[src/rtl/bd_ring_tx_pkg.sv]
package bd_ring_tx_pkg;
    parameter int ADDR_W   = 32;
    parameter int HALF_W   = 16;
    parameter int BYTE_W   = 8;
    parameter int CNT_W    = 16;
    parameter int BD_BYTES = 8;
    parameter int N_EVT    = 2;

    localparam int FLD_W = $clog2(BD_BYTES / 2);

    // control word bit positions (word numbering, bit 15 = most significant)
    localparam int B_RDY  = 15;
    localparam int B_WRAP = 13;
    localparam int B_INT  = 12;
    localparam int B_LAST = 11;
    localparam int B_CM   = 9;
    localparam int B_UN   = 1;

    localparam logic [HALF_W-1:0] RSV_MASK = 16'h45FD;

    typedef enum logic [2:0] {
        S_IDLE, S_FETCH, S_FCAP, S_DRQ, S_DCAP, S_SEND, S_CLOSE
    } state_e;

    typedef struct packed {
        logic rdy;
        logic wrap;
        logic intr;
        logic last;
        logic cm;
    } ctl_t;

    function automatic logic [HALF_W-1:0] close_word(input ctl_t c, input logic err);
        logic [HALF_W-1:0] w;
        w         = '0;
        w[B_RDY]  = c.rdy & c.cm & ~err;
        w[B_WRAP] = c.wrap;
        w[B_INT]  = c.intr;
        w[B_LAST] = c.last;
        w[B_CM]   = c.cm;
        w[B_UN]   = err;
        return w;
    endfunction
endpackage

[src/rtl/bd_ring_tx_evt.sv]
module bd_ring_tx_evt
    import bd_ring_tx_pkg::*;
(
    input  logic             clk,
    input  logic             rst,
    input  logic [N_EVT-1:0] set,
    input  logic [N_EVT-1:0] clr,
    input  logic [N_EVT-1:0] mask,
    output logic [N_EVT-1:0] evt,
    output logic             irq
);
    logic [N_EVT-1:0] evt_q;

    for (genvar g = 0; g < N_EVT; g++) begin : g_flag
        always_ff @(posedge clk) begin
            if (rst)
                evt_q[g] <= 1'b0;
            else if (set[g])
                evt_q[g] <= 1'b1;
            else if (clr[g])
                evt_q[g] <= 1'b0;
        end
    end

    assign evt = evt_q;
    assign irq = |(evt_q & mask);
endmodule

[src/rtl/bd_ring_tx_seq.sv]
module bd_ring_tx_seq
    import bd_ring_tx_pkg::*;
(
    input  logic              clk,
    input  logic              rst,
    input  logic              en,
    input  logic [ADDR_W-1:0] tbase,
    output logic              mem_req,
    output logic              mem_we,
    output logic [ADDR_W-1:0] mem_addr,
    output logic [HALF_W-1:0] mem_wdata,
    input  logic [HALF_W-1:0] mem_rdata,
    output logic [BYTE_W-1:0] tx_data,
    output logic              tx_valid,
    input  logic              tx_ready,
    output logic              tx_last,
    input  logic              underrun,
    output logic              done_ok,
    output logic              done_err
);
    state_e            state;
    logic [FLD_W-1:0]  fidx;
    logic [ADDR_W-1:0] bd_addr;
    logic [ADDR_W-1:0] ptr;
    logic [CNT_W-1:0]  rem;
    logic [BYTE_W-1:0] byte_q;
    logic              err;
    ctl_t              ctl;

    logic [BYTE_W-1:0] lane;
    assign lane = ptr[0] ? mem_rdata[BYTE_W-1:0] : mem_rdata[HALF_W-1:BYTE_W];

    always_ff @(posedge clk) begin
        if (rst) begin
            state   <= S_IDLE;
            fidx    <= '0;
            bd_addr <= '0;
            ptr     <= '0;
            rem     <= '0;
            byte_q  <= '0;
            err     <= 1'b0;
            ctl     <= '0;
        end else begin
            unique case (state)
                S_IDLE: if (en) begin
                    bd_addr <= tbase;
                    fidx    <= '0;
                    state   <= S_FETCH;
                end
                S_FETCH: state <= S_FCAP;
                S_FCAP: begin
                    unique case (fidx)
                        2'd0: begin
                            ctl <= '{rdy:  mem_rdata[B_RDY],  wrap: mem_rdata[B_WRAP],
                                     intr: mem_rdata[B_INT],  last: mem_rdata[B_LAST],
                                     cm:   mem_rdata[B_CM]};
                            if (!mem_rdata[B_RDY])
                                state <= en ? S_FETCH : S_IDLE;
                            else begin
                                fidx  <= fidx + 1'b1;
                                state <= S_FETCH;
                            end
                        end
                        2'd1: begin
                            rem   <= mem_rdata;
                            fidx  <= fidx + 1'b1;
                            state <= S_FETCH;
                        end
                        2'd2: begin
                            ptr[ADDR_W-1:HALF_W] <= mem_rdata;
                            fidx  <= fidx + 1'b1;
                            state <= S_FETCH;
                        end
                        default: begin
                            ptr[HALF_W-1:0] <= mem_rdata;
                            err   <= 1'b0;
                            state <= (rem == '0) ? S_CLOSE : S_DRQ;
                        end
                    endcase
                end
                S_DRQ: begin
                    if (underrun) begin err <= 1'b1; state <= S_CLOSE; end
                    else state <= S_DCAP;
                end
                S_DCAP: begin
                    byte_q <= lane;
                    if (underrun) begin err <= 1'b1; state <= S_CLOSE; end
                    else state <= S_SEND;
                end
                S_SEND: begin
                    if (underrun) begin
                        err   <= 1'b1;
                        state <= S_CLOSE;
                    end else if (tx_ready) begin
                        ptr   <= ptr + 1'b1;
                        rem   <= rem - 1'b1;
                        state <= (rem == CNT_W'(1)) ? S_CLOSE : S_DRQ;
                    end
                end
                S_CLOSE: begin
                    bd_addr <= ctl.wrap ? tbase : bd_addr + ADDR_W'(BD_BYTES);
                    fidx    <= '0;
                    state   <= en ? S_FETCH : S_IDLE;
                end
                default: state <= S_IDLE;
            endcase
        end
    end

    always_comb begin
        mem_req  = (state == S_FETCH) || (state == S_DRQ) || (state == S_CLOSE);
        mem_we   = (state == S_CLOSE);
        mem_addr = bd_addr;
        if (state == S_FETCH)
            mem_addr = bd_addr + ADDR_W'({fidx, 1'b0});
        else if (state == S_DRQ)
            mem_addr = {ptr[ADDR_W-1:1], 1'b0};
        mem_wdata = close_word(ctl, err);
    end

    assign tx_data  = byte_q;
    assign tx_valid = (state == S_SEND) && !underrun;
    assign tx_last  = tx_valid && ctl.last && (rem == CNT_W'(1));
    assign done_ok  = (state == S_CLOSE) && ctl.intr && !err;
    assign done_err = (state == S_CLOSE) && ctl.intr && err;
endmodule

[src/rtl/bd_ring_tx.sv]
module bd_ring_tx
    import bd_ring_tx_pkg::*;
(
    input  logic              clk,
    input  logic              rst,
    input  logic              en,
    input  logic [ADDR_W-1:0] tbase,
    output logic              mem_req,
    output logic              mem_we,
    output logic [ADDR_W-1:0] mem_addr,
    output logic [HALF_W-1:0] mem_wdata,
    input  logic [HALF_W-1:0] mem_rdata,
    output logic [BYTE_W-1:0] tx_data,
    output logic              tx_valid,
    input  logic              tx_ready,
    output logic              tx_last,
    input  logic              underrun,
    input  logic [N_EVT-1:0]  evt_clr,
    input  logic [N_EVT-1:0]  evt_mask,
    output logic              evt_tx,
    output logic              evt_txe,
    output logic              irq
);
    logic             done_ok, done_err;
    logic [N_EVT-1:0] evt;

    bd_ring_tx_seq u_seq (
        .clk(clk), .rst(rst), .en(en), .tbase(tbase),
        .mem_req(mem_req), .mem_we(mem_we), .mem_addr(mem_addr),
        .mem_wdata(mem_wdata), .mem_rdata(mem_rdata),
        .tx_data(tx_data), .tx_valid(tx_valid), .tx_ready(tx_ready),
        .tx_last(tx_last), .underrun(underrun),
        .done_ok(done_ok), .done_err(done_err)
    );

    bd_ring_tx_evt u_evt (
        .clk(clk), .rst(rst),
        .set({done_err, done_ok}), .clr(evt_clr), .mask(evt_mask),
        .evt(evt), .irq(irq)
    );

    assign evt_tx  = evt[0];
    assign evt_txe = evt[1];
endmodule

[config.mk]
export PLATFORM = sky130hd
export DESIGN_NAME = bd_ring_tx
export DESIGN_NICKNAME = d
export VERILOG_FILES = /design/src/rtl/bd_ring_tx_pkg.sv /design/src/rtl/bd_ring_tx_evt.sv /design/src/rtl/bd_ring_tx_seq.sv /design/src/rtl/bd_ring_tx.sv
export SDC_FILE = /design/constraint.sdc
export NUM_CORES = 1
export LEC_CHECK = 0
export ABC_AREA = 1
export ABC_CLOCK_PERIOD_IN_PS = 2700
export BUFFER_PORTS_ARGS = -buffer_cell sky130_fd_sc_hd__buf_2
export CORE_ASPECT_RATIO = 1.25
export CORE_MARGIN = 2
export CORE_UTILIZATION = 58
export CTS_CLUSTER_DIAMETER = 80
export DETAILED_ROUTE_END_ITERATION = 8
export PLACE_DENSITY = 0.87
export SYNTH_ARGS = -nofsm -noshare
export SYNTH_HDL_FRONTEND = slang
export SYNTH_SLANG_ARGS = --single-unit
export TNS_END_PERCENT = 100
[constraint.sdc]
create_clock -name clk -period 2.7 [get_ports clk]
set_clock_uncertainty 0.05 [all_clocks]
set_input_delay 0.405 -clock clk [delete_from_list [all_inputs] [get_ports clk]]
set_output_delay 0.405 -clock clk [all_outputs]
set_load 0.01 [all_outputs]
# Word-level counts from Yosys, hierarchy flattened
# Cells that the tools add are included.
[totals]
reg_bits = 101
inputBits = 57
out_inout_bits = 63
wordCells = 111
[op_classes]
add_sub_neg = 5
eq_ne = 19
muxes = 37
bitwise = 4
n_reduce_logical = 31
[ops]
columns = ["operator", "count"]
rows = [
  ["32-bit 2-to-1 mux", 6],
  ["32-bit one-hot mux with 2 select lines", 2],
  ["16-bit 2-to-1 mux", 5],
  ["32-bit by 1-bit adder with 32-bit output, second input constant", 1],
  ["32-bit by 3-bit adder with 32-bit output", 1],
  ["32-bit by 4-bit adder with 32-bit output, second input constant", 1],
  ["16-bit one-hot mux with 2 select lines", 1],
  ["3-bit one-hot mux with 7 select lines", 1],
  ["3-bit 2-to-1 mux", 6],
  ["16-bit by 1-bit equality test with 1-bit output, second input constant", 1],
  ["16-bit logical NOT", 1],
  ["4-bit AND reduction", 4],
  ["16-bit by 1-bit subtractor with 16-bit output, second input constant", 1],
  ["2-bit inequality test, second input constant", 5],
  ["2-bit nonzero test", 5],
  ["3-bit equality test, second input constant", 3],
  ["3-bit inequality test, second input constant", 3],
  ["2-bit 2-to-1 mux", 4],
  ["8-bit 2-to-1 mux", 1],
  ["1-bit 2-to-1 mux", 7],
  ["3-bit by 2-bit equality test with 1-bit output, second input constant", 2],
  ["1-bit logical AND", 6],
  ["2-bit one-hot mux with 3 select lines", 1],
  ["3-bit one-hot mux with 2 select lines", 1],
  ["other kinds (19)", 27],
]

# Longest topological paths before layout
# Gate-level depths: netlist (run 1).
[depth]
depth_word = 5
ltp_mapped = 11
ltp_nobuf = 11

# By module
# Synthesis (run 1) repeated with hierarchy kept, for this count alone.
[hier_totals]
cells_unflattened = 1335
area_unflattened_um2 = 7871.3
[modules_own_cells]
columns = ["module", "n_inst", "cells_each", "area_each_um2", "seq_area_each_um2"]
rows = [
  ["bd_ring_tx_seq", 1, 1322, 7787.5, 1981.9],
  ["bd_ring_tx_evt", 1, 13, 83.8, 40.0],
]

# Least setup slack after synthesis (run 1)
# No wires, ideal clock.
[synth_path]
kind = "reg2out"
start = "register u_seq.fidx[0]"
end = "output port mem_addr[13]"
arrival_time_ps = 1784
required_time_ps = 2245
slack_ps = 461
path_stages_with_launch = 11
path_buffers = 0
cell_sequence = "dfxtp_1 -> ha_1 -> inv_1 -> fa_1 -> inv_1 -> nand2_1 -> nor2_1 -> nand2_1 -> xnor2_1 -> nand2_1 -> o21ai_0"
[synth_via]
elab_chain_len = 2
[synth_lines]
columns = ["element", "line_no", "text"]
rows = [
  ["start: declaration", "bd_ring_tx_seq.sv:22", "logic [FLD_W-1:0] fidx;"],
  ["start signal: assignment", "bd_ring_tx_seq.sv:60", "fidx <= fidx + 1'b1;"],
  ["start signal: assignment", "bd_ring_tx_seq.sv:66", "fidx <= fidx + 1'b1;"],
  ["start signal: assignment", "bd_ring_tx_seq.sv:71", "fidx <= fidx + 1'b1;"],
  ["32-bit by 3-bit adder with 32-bit output", "bd_ring_tx_seq.sv:115", "mem_addr = bd_addr + ADDR_W'({fidx, 1'b0});"],
  ["32-bit 2-to-1 mux", "bd_ring_tx_seq.sv:114", "if (state == S_FETCH)"],
  ["end: declaration", "bd_ring_tx.sv:10", "output logic [ADDR_W-1:0] mem_addr,"],
]
# Every way passes these cells.

# Worst setup path after layout (run 1)
[layout_path]
start = "register u_seq.fidx[0]"
end = "output port mem_addr[17]"
# The elaborated chain is that of the path after synthesis.

==> results.md, run 1 <==
Status:
- The flow ran to the end, and the final reports show no timing, DRC or antenna violations.

Layout:
- The area used by multi-input combinational logic is just over 5000 um^2.
- Compared with the post-synthesis result, the final layout area differs by 13.6%.
- 0 antenna diodes ended up in the layout.
- The net count of the finished layout is ~1,500.
- The register area is between 2000 and 2500 um^2.
- The post-route netlist has approximately 15% of its cells at a drive strength greater than 1.
- The total of fill cells in the finished design is about 1,300.

Clock network:
- The number of CTS-inserted buffers is 9.
- The CTS tree is done.
- At the later pin of the worst-skew pair, clock insertion delay measures roughly 0.36 ns.
- Clock-pin slew was measured on the worst setup and hold paths at about 0.080 ns.
- Hold repair after CTS inserted 0 buffers.
- The clock drives between 100 and 150 sinks.
- The buffer type at the clock tree root is sky130_fd_sc_hd__clkbuf_16.
- The clock passes through at most 2 buffers.
- The deepest level of the CTS H-tree is 3.

Global routing:
- The wire length of the first global-routing pass is between 40,000 and 50,000 um.
- The number of antenna violations at the first check in global routing was 0.
- The number of global-route vias before repair is 8,507.
- For this run the aggregate overflow at the end of global routing stands at 0.
- Entering global routing, the biggest net connects 64 pins.
- The aggregate global-route resource usage is a little under two fifths.

STA:
- The post-layout worst setup margin is around 0.055 ns.
- The number of slew-limit violations in the final report is 0.
- The number of endpoints with negative hold slack in the final report is 0.
- Setup repair after global routing could not meet its margin everywhere.
- The maximum operating frequency is ~380 MHz.
- Of the available clock period, the critical path in the final layout requires between 90% and 100%.
- The minimum clock period is around 2.6 ns.
- The actual transition at the worst max-transition pin is about 0.93 ns.
- The number of setup violations in the final report is 0.
- The relative max-transition margin is a little under two fifths.

Hold path:
- In this run the worst hold path is classified as in -> reg.
- The startpoint of the most critical hold path is evt_clr[1].

Worst setup path:
- The worst path buffer plus inverter count is 4.
- The critical path start-end classification is reg -> out.
- The kind of cell with the highest combined delay on the critical path is adder cells.
- The maximum single-stage delay on the critical path is roughly 0.4 ns.
- Along the worst path, the maximum fanout reaches 4.
- The data required time of the worst path is approximately 2.3 ns.
- The worst setup path is launched from a register.
- The start point of the critical path is u_seq.fidx[0].
- The worst setup path is captured at an output pin.
- The signal on the critical path passes through ha_4 -> inv_2 -> fa_2 -> inv_2 -> buf_6 -> nand4_1 -> a21oi_1 -> o21ai_1 -> o21ai_1 -> buf_2.
- On the critical path, the stage with the largest delay is an instance of sky130_fd_sc_hd__fa_2.
- In this run the critical register-to-register path is launched from u_seq.state[0].
- The signal arrival time at the worst endpoint is ~2.2 ns.

Routing:
- The number of nets with antenna violations after detailed routing is 0.
- The DRC marker count from the first detailed-route iteration is 836.
- The via density per instance is 5.78.
- The overall routed net length is roughly 27,000 um.
- After detailed routing, the average wire length per cell comes to approximately 16 um.
- The remaining routing DRC violations is 0.
- The first detailed-routing pass ran for 8 iterations.
- The total via count in the routed design is ~9,400.

Floorplanning:
- The initialized floorplan defines 47 standard-cell rows.
- The initial core utilization is around three fifths.
- In this run the vertical extent of the chip is 133 um.
- The die is ~110 um wide.
- The area of the die is approximately 14,000 um^2.
- The boundary pin count is 120.
- The total area inside the core boundary comes to between 10,000 and 15,000 um^2.

Synth:
- A synthesized cell averages 5.70 um^2.
- The number of enable-type register cells in the synthesized netlist is 0.
- By area the synthesized netlist is led by sky130_fd_sc_hd__dfxtp_1 26%, sky130_fd_sc_hd__nand2_1 18%, sky130_fd_sc_hd__nor2_1 11%, sky130_fd_sc_hd__o21ai_0 9.6%, sky130_fd_sc_hd__a21oi_1 8.4%.
- The synthesized cell area is between 7000 and 8000 um^2.
- In this run, synthesis produced a sequential element count of between 100 and 150.
- The predominant post-synthesis flop cell is sky130_fd_sc_hd__dfxtp_1.
- Of the synthesized area, sequential elements account for approximately a quarter.
- The cell count after synthesis came out at 1,365.
- During synthesis, Yosys emitted a total of 0 warnings.
- Yosys mapped the design onto slightly above 40 distinct sky130hd cell types.
- The biggest area consumer among synthesized cells is sky130_fd_sc_hd__dfxtp_1.
- The commonest cells after synthesis are 379 x sky130_fd_sc_hd__nand2_1, 235 x sky130_fd_sc_hd__nor2_1, 149 x sky130_fd_sc_hd__o21ai_0.
- In this run the biggest area consumer among cell types represents 26.0% of the synthesized area.
- After synthesis, the share of flip-flops with an asynchronous set or reset is 0%.
- The most common cell in the synthesized netlist is sky130_fd_sc_hd__nand2_1.

Place:
- At the end of routability-driven placement, the weighted congestion stood at a little under 1.
- The worst slack at placement is 0.238 ns.
- The number of buffer cells added on primary ports is 109.
- The final HPWL from detailed placement is roughly 20,000 um.

Power and ir drop:
- Power spread over the standard cell area amounts to 463 nW/um^2.
- The analysis attributes to cell leakage a power of approximately 0.0038 uW.
- Across the VDD grid, the largest voltage drop is 0.000336 V.
- Total power for the finished layout comes to around 4000 uW.

Flow run:
- The tool flagged a number of max-cap violations equal to 0.
## cell usage in the layout (no fill, tap or decap), types with 2 or more instances in the layout
| master | instances |
|---|---|
| sky130_fd_sc_hd__nand3b_1 | 2 |
| sky130_fd_sc_hd__o21ai_1 | 10 |
| sky130_fd_sc_hd__dfxtp_1 | 94 |
| sky130_fd_sc_hd__o211ai_1 | 3 |
| sky130_fd_sc_hd__xor2_1 | 23 |
| sky130_fd_sc_hd__a31oi_1 | 14 |
| sky130_fd_sc_hd__nand3_1 | 81 |
| sky130_fd_sc_hd__buf_2 | 109 |
| sky130_fd_sc_hd__o21ai_0 | 145 |
| sky130_fd_sc_hd__clkinvlp_4 | 2 |
| sky130_fd_sc_hd__inv_6 | 4 |
| sky130_fd_sc_hd__a211oi_1 | 3 |
| sky130_fd_sc_hd__nor2_4 | 5 |
| sky130_fd_sc_hd__buf_4 | 31 |
| sky130_fd_sc_hd__dfxtp_2 | 4 |
| sky130_fd_sc_hd__nand2_1 | 377 |
| sky130_fd_sc_hd__nor3_1 | 5 |
| sky130_fd_sc_hd__inv_1 | 100 |
| sky130_fd_sc_hd__nor2_2 | 11 |
| sky130_fd_sc_hd__nand4_1 | 6 |
| sky130_fd_sc_hd__nor2_1 | 221 |
| sky130_fd_sc_hd__dfxtp_4 | 3 |
| sky130_fd_sc_hd__xnor2_1 | 4 |
| sky130_fd_sc_hd__nand2_2 | 4 |
| sky130_fd_sc_hd__clkinv_1 | 2 |
| sky130_fd_sc_hd__a21oi_1 | 129 |
| sky130_fd_sc_hd__inv_2 | 11 |
| sky130_fd_sc_hd__or2_2 | 7 |
| sky130_fd_sc_hd__conb_1 | 10 |
| sky130_fd_sc_hd__nor3b_1 | 2 |
| sky130_fd_sc_hd__ha_1 | 10 |
| sky130_fd_sc_hd__clkbuf_16 | 9 |
## final timing paths
| path | cells after the start | slack (ns) | endpoint |
|---|---|---|---|
| min reg2reg | 2 | 0.41 | u_seq.bd_addr[0] |
| min | 4 | 0.24 | u_evt.evt[1] |
| max reg2reg | 7 | 0.26 | u_seq.bd_addr[25] |
| max | 10 | 0.05 | mem_addr[17] |
## where the power goes
part           internal (uW)  switching, uW
Clock                    639            673
Sequential              1590            133
Combinational            382            678
## layer usage
| metal | part of all wire (%) | track usage [%] |
|---|---|---|
| met3 | 7.0 | 3.91 |
| met2 | 48 | 60.8 |
| met1 | 38 | 44.8 |
| met5 | 0 | 0 |
| met4 | 7.2 | 26.2 |
## area by class of cell
class                      instances  area share (%)
tap                              171            2.42
clock buffer                       9            2.55
clock inverter                     7           0.623
timing repair buffer             141            8.94
sequential                       101            23.1
inverter                         114            4.87
multi-input combinational       1088            57.5
## worst reg2reg max path: cells and delay by family, from the launching register on
kind	cells	cell delay (ns)
flops	1	0.36
buf+inv	2	0.54
compound gates	3	1.17
simple gates	2	0.19
## kinds of logic after synthesis
group           Yosys count  synth area share [%]
buf+inv                 185                  10.4
fa+ha+maj                12                  2.03
flops                   101                  26.0
compound gates          314                  21.1
other cells               1                0.0482
simple gates            724                  37.3
xor+xnor                 28                  3.15
## registers in the layout, indices dropped and copies added, names as in the netlist
register,cells
u_seq.err,1
u_seq.tx_data,8
u_seq.rem,16
u_seq.state,3
u_evt.evt,2
u_seq.mem_wdata,4
u_seq.ctl,1
u_seq.fidx,2
u_seq.bd_addr,32
u_seq.ptr,32
## per-stage QoR
step,util (%),setup TNS (ns),cell area (um^2),hold WS (ns),cells
6_report,67.1,0,8830,0.237,1631
5_1_grt,67.1,-0.162,8830,0.273,1631
4_1_cts,66.2,0,8720,0.242,1628
3_5_place_dp,63.8,0,8410,0.400,1612
3_3_place_gp,63.8,0,8410,0.395,1612
2_1_floorplan,-,0,7810,0.380,1374
## what timing repair did
action	4_1_cts	5_1_grt
endpoints found under the hold margin	0	0
buffers inserted	0	3
gates resized for setup	15	31
pin swaps	2	6
cloned	0	0
setup endpoints to repair	17	20
Power figures use the tool's default switching activity.
==> inputs of run 2 (changes only) <==
--- a/config.mk
+++ b/config.mk
@@ -15,4 +15,6 @@
 export DETAILED_ROUTE_END_ITERATION = 8
 export PLACE_DENSITY = 0.87
+export RECOVER_POWER = 100
+export REMOVE_ABC_BUFFERS = 1
 export SYNTH_ARGS = -nofsm -noshare
 export SYNTH_HDL_FRONTEND = slang
==> constraint.sdc (replaced) <==
create_clock -name clk -period 2.7 [get_ports clk]
set_clock_uncertainty 0.05 [all_clocks]
set_input_delay 0.27 -clock clk [delete_from_list [all_inputs] [get_ports clk]]
set_output_delay 0.27 -clock clk [all_outputs]
set_load 0.01 [all_outputs]
==> run 2 against run 1 <==
  * Sequential power about the same
  * Cell area decreased by 1.7%
  * Worst hold slack got worse by 0.13 ns
  * Critical endpoint is now mem_addr[21]
  * Critical path type unchanged
==> results.md, run 2 (same netlist as run 1, synthesis figures left out) <==
Hold path:
- The class of the tightest hold or removal check is in -> reg.

Layout:
- The largest registers in the layout are u_seq.bd_addr: 32 flops, u_seq.ptr: 32 flops, u_seq.rem: 16 flops.
- The layout cell share with drive strength beyond 1 is 9.49%.
- The net total in the final layout is approximately 1,500.
- Counting the fill cells in the layout gives ~1,300.
- The finished cells cover approximately 8700 um^2.
- Leaving out fill and tap cells, the most frequent cells in the layout are 381 x sky130_fd_sc_hd__nand2_1, 232 x sky130_fd_sc_hd__nor2_1, 153 x sky130_fd_sc_hd__o21ai_0, 129 x sky130_fd_sc_hd__a21oi_1, 108 x sky130_fd_sc_hd__inv_1.
- Leaving out fill and tap cells, the most frequent cell in the layout is sky130_fd_sc_hd__nand2_1.
- The number of antenna diodes in the final layout is 0.
- The area growth from synthesis to layout is 11.6%.
- The area used by multi-input combinational logic is ~5000 um^2.
- Registers take just over 2000 um^2.

STA:
- Based on the critical path, the design can be clocked at up to about 380 MHz.
- The share of the clock period used by the worst path is approximately 97%.
- The relative max-transition margin is a little over two fifths.
- The total negative slack is 0 ns.
- The minimum clock period is 2.61 ns.
- Setup violations remaining at the end of the flow were counted as 0.
- The number of endpoints with negative hold slack in the final report is 0.
- The tightest hold path in the finished design has a slack of slightly above 0.1 ns.
- The post-layout worst setup margin is ~0.086 ns.
- Setup repair after global routing left no endpoint under its margin.
- The number of slew-limit violations in the final report is 0.
- The actual transition at the worst max-transition pin is around 0.87 ns.

Routing:
- In the routed design, unresolved DRC markers number 0.
- The routed layout has approximately 9,400 vias.
- The via density per instance is around 5.8.
- In this run the remaining antenna-violating nets after routing total 0.
- The DRC marker count from the first detailed-route iteration is 809.
- Before antenna repair, the detailed router went through 7 iterations.
- The overall routed net length is ~26,000 um.
- After detailed routing, the average wire length per cell comes to 16.1 um.

Global routing:
- The number of antenna violations at the first check in global routing is 0.
- Entering global routing, the biggest net connects between 60 and 70 pins.
- The number of global-route vias before repair is approximately 8,700.
- Global routing used about 36% of the available tracks across all layers.
- The wire length of the first global-routing pass is 41,200 um.
- The total overflow left after global routing is 0.

Worst setup path:
- The data required time of the worst path is ~2.4 ns.
- The critical path start-end classification is reg -> out.
- The cell repeated most along the worst path is sky130_fd_sc_hd__nand2_1.
- The worst setup path is captured at an output pin.
- The worst setup path is launched from a register.
- The largest driver fanout on the critical path is 5.
- The maximum single-stage delay on the critical path is between 0.3 and 0.4 ns.
- The slowest stage of the critical path belongs to the cell sky130_fd_sc_hd__fa_2.
- At the worst endpoint, the arrival time is around 2.3 ns.
- Walking the worst path, the cells encountered are ha_2 -> inv_1 -> fa_2 -> buf_2 -> nor2_1 -> nand2_1 -> xnor2_1 -> nand2_1 -> nand2_1 -> buf_2.

Floorplanning:
- The initialized floorplan defines 47 standard-cell rows.
- The boundary pin count is 120.
- The floorplan step defined a die boundary enclosing around 14,000 um^2.
- The floorplan step set the die height to ~130 um.
- The initial utilization of the core area, before any placement, comes to between 50% and 60%.
- The core area is 13,200 um^2.
- The die is about 110 um wide.

Power and ir drop:
- The peak ir drop on the vdd network is between 0.0003 and 0.0004 V.
- The design draws about 4300 uW.
- The analysis attributes to cell leakage a power of roughly 0.0036 uW.
- The areal power density over the cells is between 400 and 500 nW/um^2.

Clock network:
- The clock passes through at most 2 buffers.
- The clock transition at the registers of the reported paths is ~0.080 ns.
- The number of CTS-inserted buffers is 9.
- For this design, the CTS-stage hold fixing added 0 buffers.
- The clock latency at the later pin of the worst-skew pair is 0.37 ns.
- The CTS tree is done.
- The clock sink count is between 100 and 150.
- The deepest level of the CTS H-tree is 3.
- The cell sitting at the root of the clock tree is a sky130_fd_sc_hd__clkbuf_16.

Place:
- The placed standard-cell area is 8370 um^2.
- The congestion estimate from routability-driven global placement came to 1.02.
- Buffers placed on the I/O ports in this run total 109.
- The final HPWL from detailed placement is 19,200 um.
- The worst slack at placement is 0.313 ns.

Flow run:
- The number of violations of the max-capacitance limit is 0.

Status:
- The run finished with clean final reports.
run 2: stage by stage:
step	util [%]	cells
final	65.9	1625
after global routing	65.9	1625
after CTS	66.1	1623
after detailed placement	63.5	1607
after global placement	63.5	1607
after floorplan	-	1303
run 2: cell type report:
type,instances,share of cell area [%]
Clock buffer,10,2.64
Clock inverter,6,1.28
Inverter,114,4.93
Multi-Input combinational cell,1088,57.5
Sequential cell,101,23.3
Tap cell,171,2.46
Timing Repair Buffer,135,7.88
run 2: routing by layer:
layer	GRT usage (%)	wire length [um]	up-vias	share of wire (%)
li1	-	-	4566	-
met2	61.2	12500	446	48
met4	24.2	1640	0	6.3
met1	42.3	9990	4249	38
met5	0	0	-	0
met3	4.45	1970	113	7.6
run 2: worst paths after layout:
kind / from / cells past startpoint / slack, ns / end
max: u_seq.bd_addr[1] / 10 / 0.09 / mem_addr[21]
min: evt_clr[0] / 4 / 0.10 / u_evt.evt[0]
max reg2reg: u_seq.state[1] / 11 / 0.33 / u_seq.rem[5]
min reg2reg: u_seq.bd_addr[1] / 2 / 0.43 / u_seq.bd_addr[1]
run 2: worst max-delay path: cells and delay by family (launching register included):
kind          cells  cell delay (ns)
buf+inv           3             0.37
fa+ha+maj         2             0.58
flops             1             0.36
xor+xnor          1             0.15
simple gates      4             0.48
run 2: what timing repair did:
| item | CTS | global route |
|---|---|---|
| endpoints found under the hold margin | 0 | 0 |
| setup endpoints to repair | 3 | 17 |
| resized for setup | 2 | 12 |
| pin swaps | 0 | 2 |
| setup buffers | 0 | 2 |
run 2: where the power goes:
part / leakage [uW] / internal [uW] / switching, uW
clock: 0.000163 / 908 / 641
combinational: 0.00262 / 353 / 660
sequential: 0.000823 / 1590 / 131
total: 0.00361 / 2850 / 1430
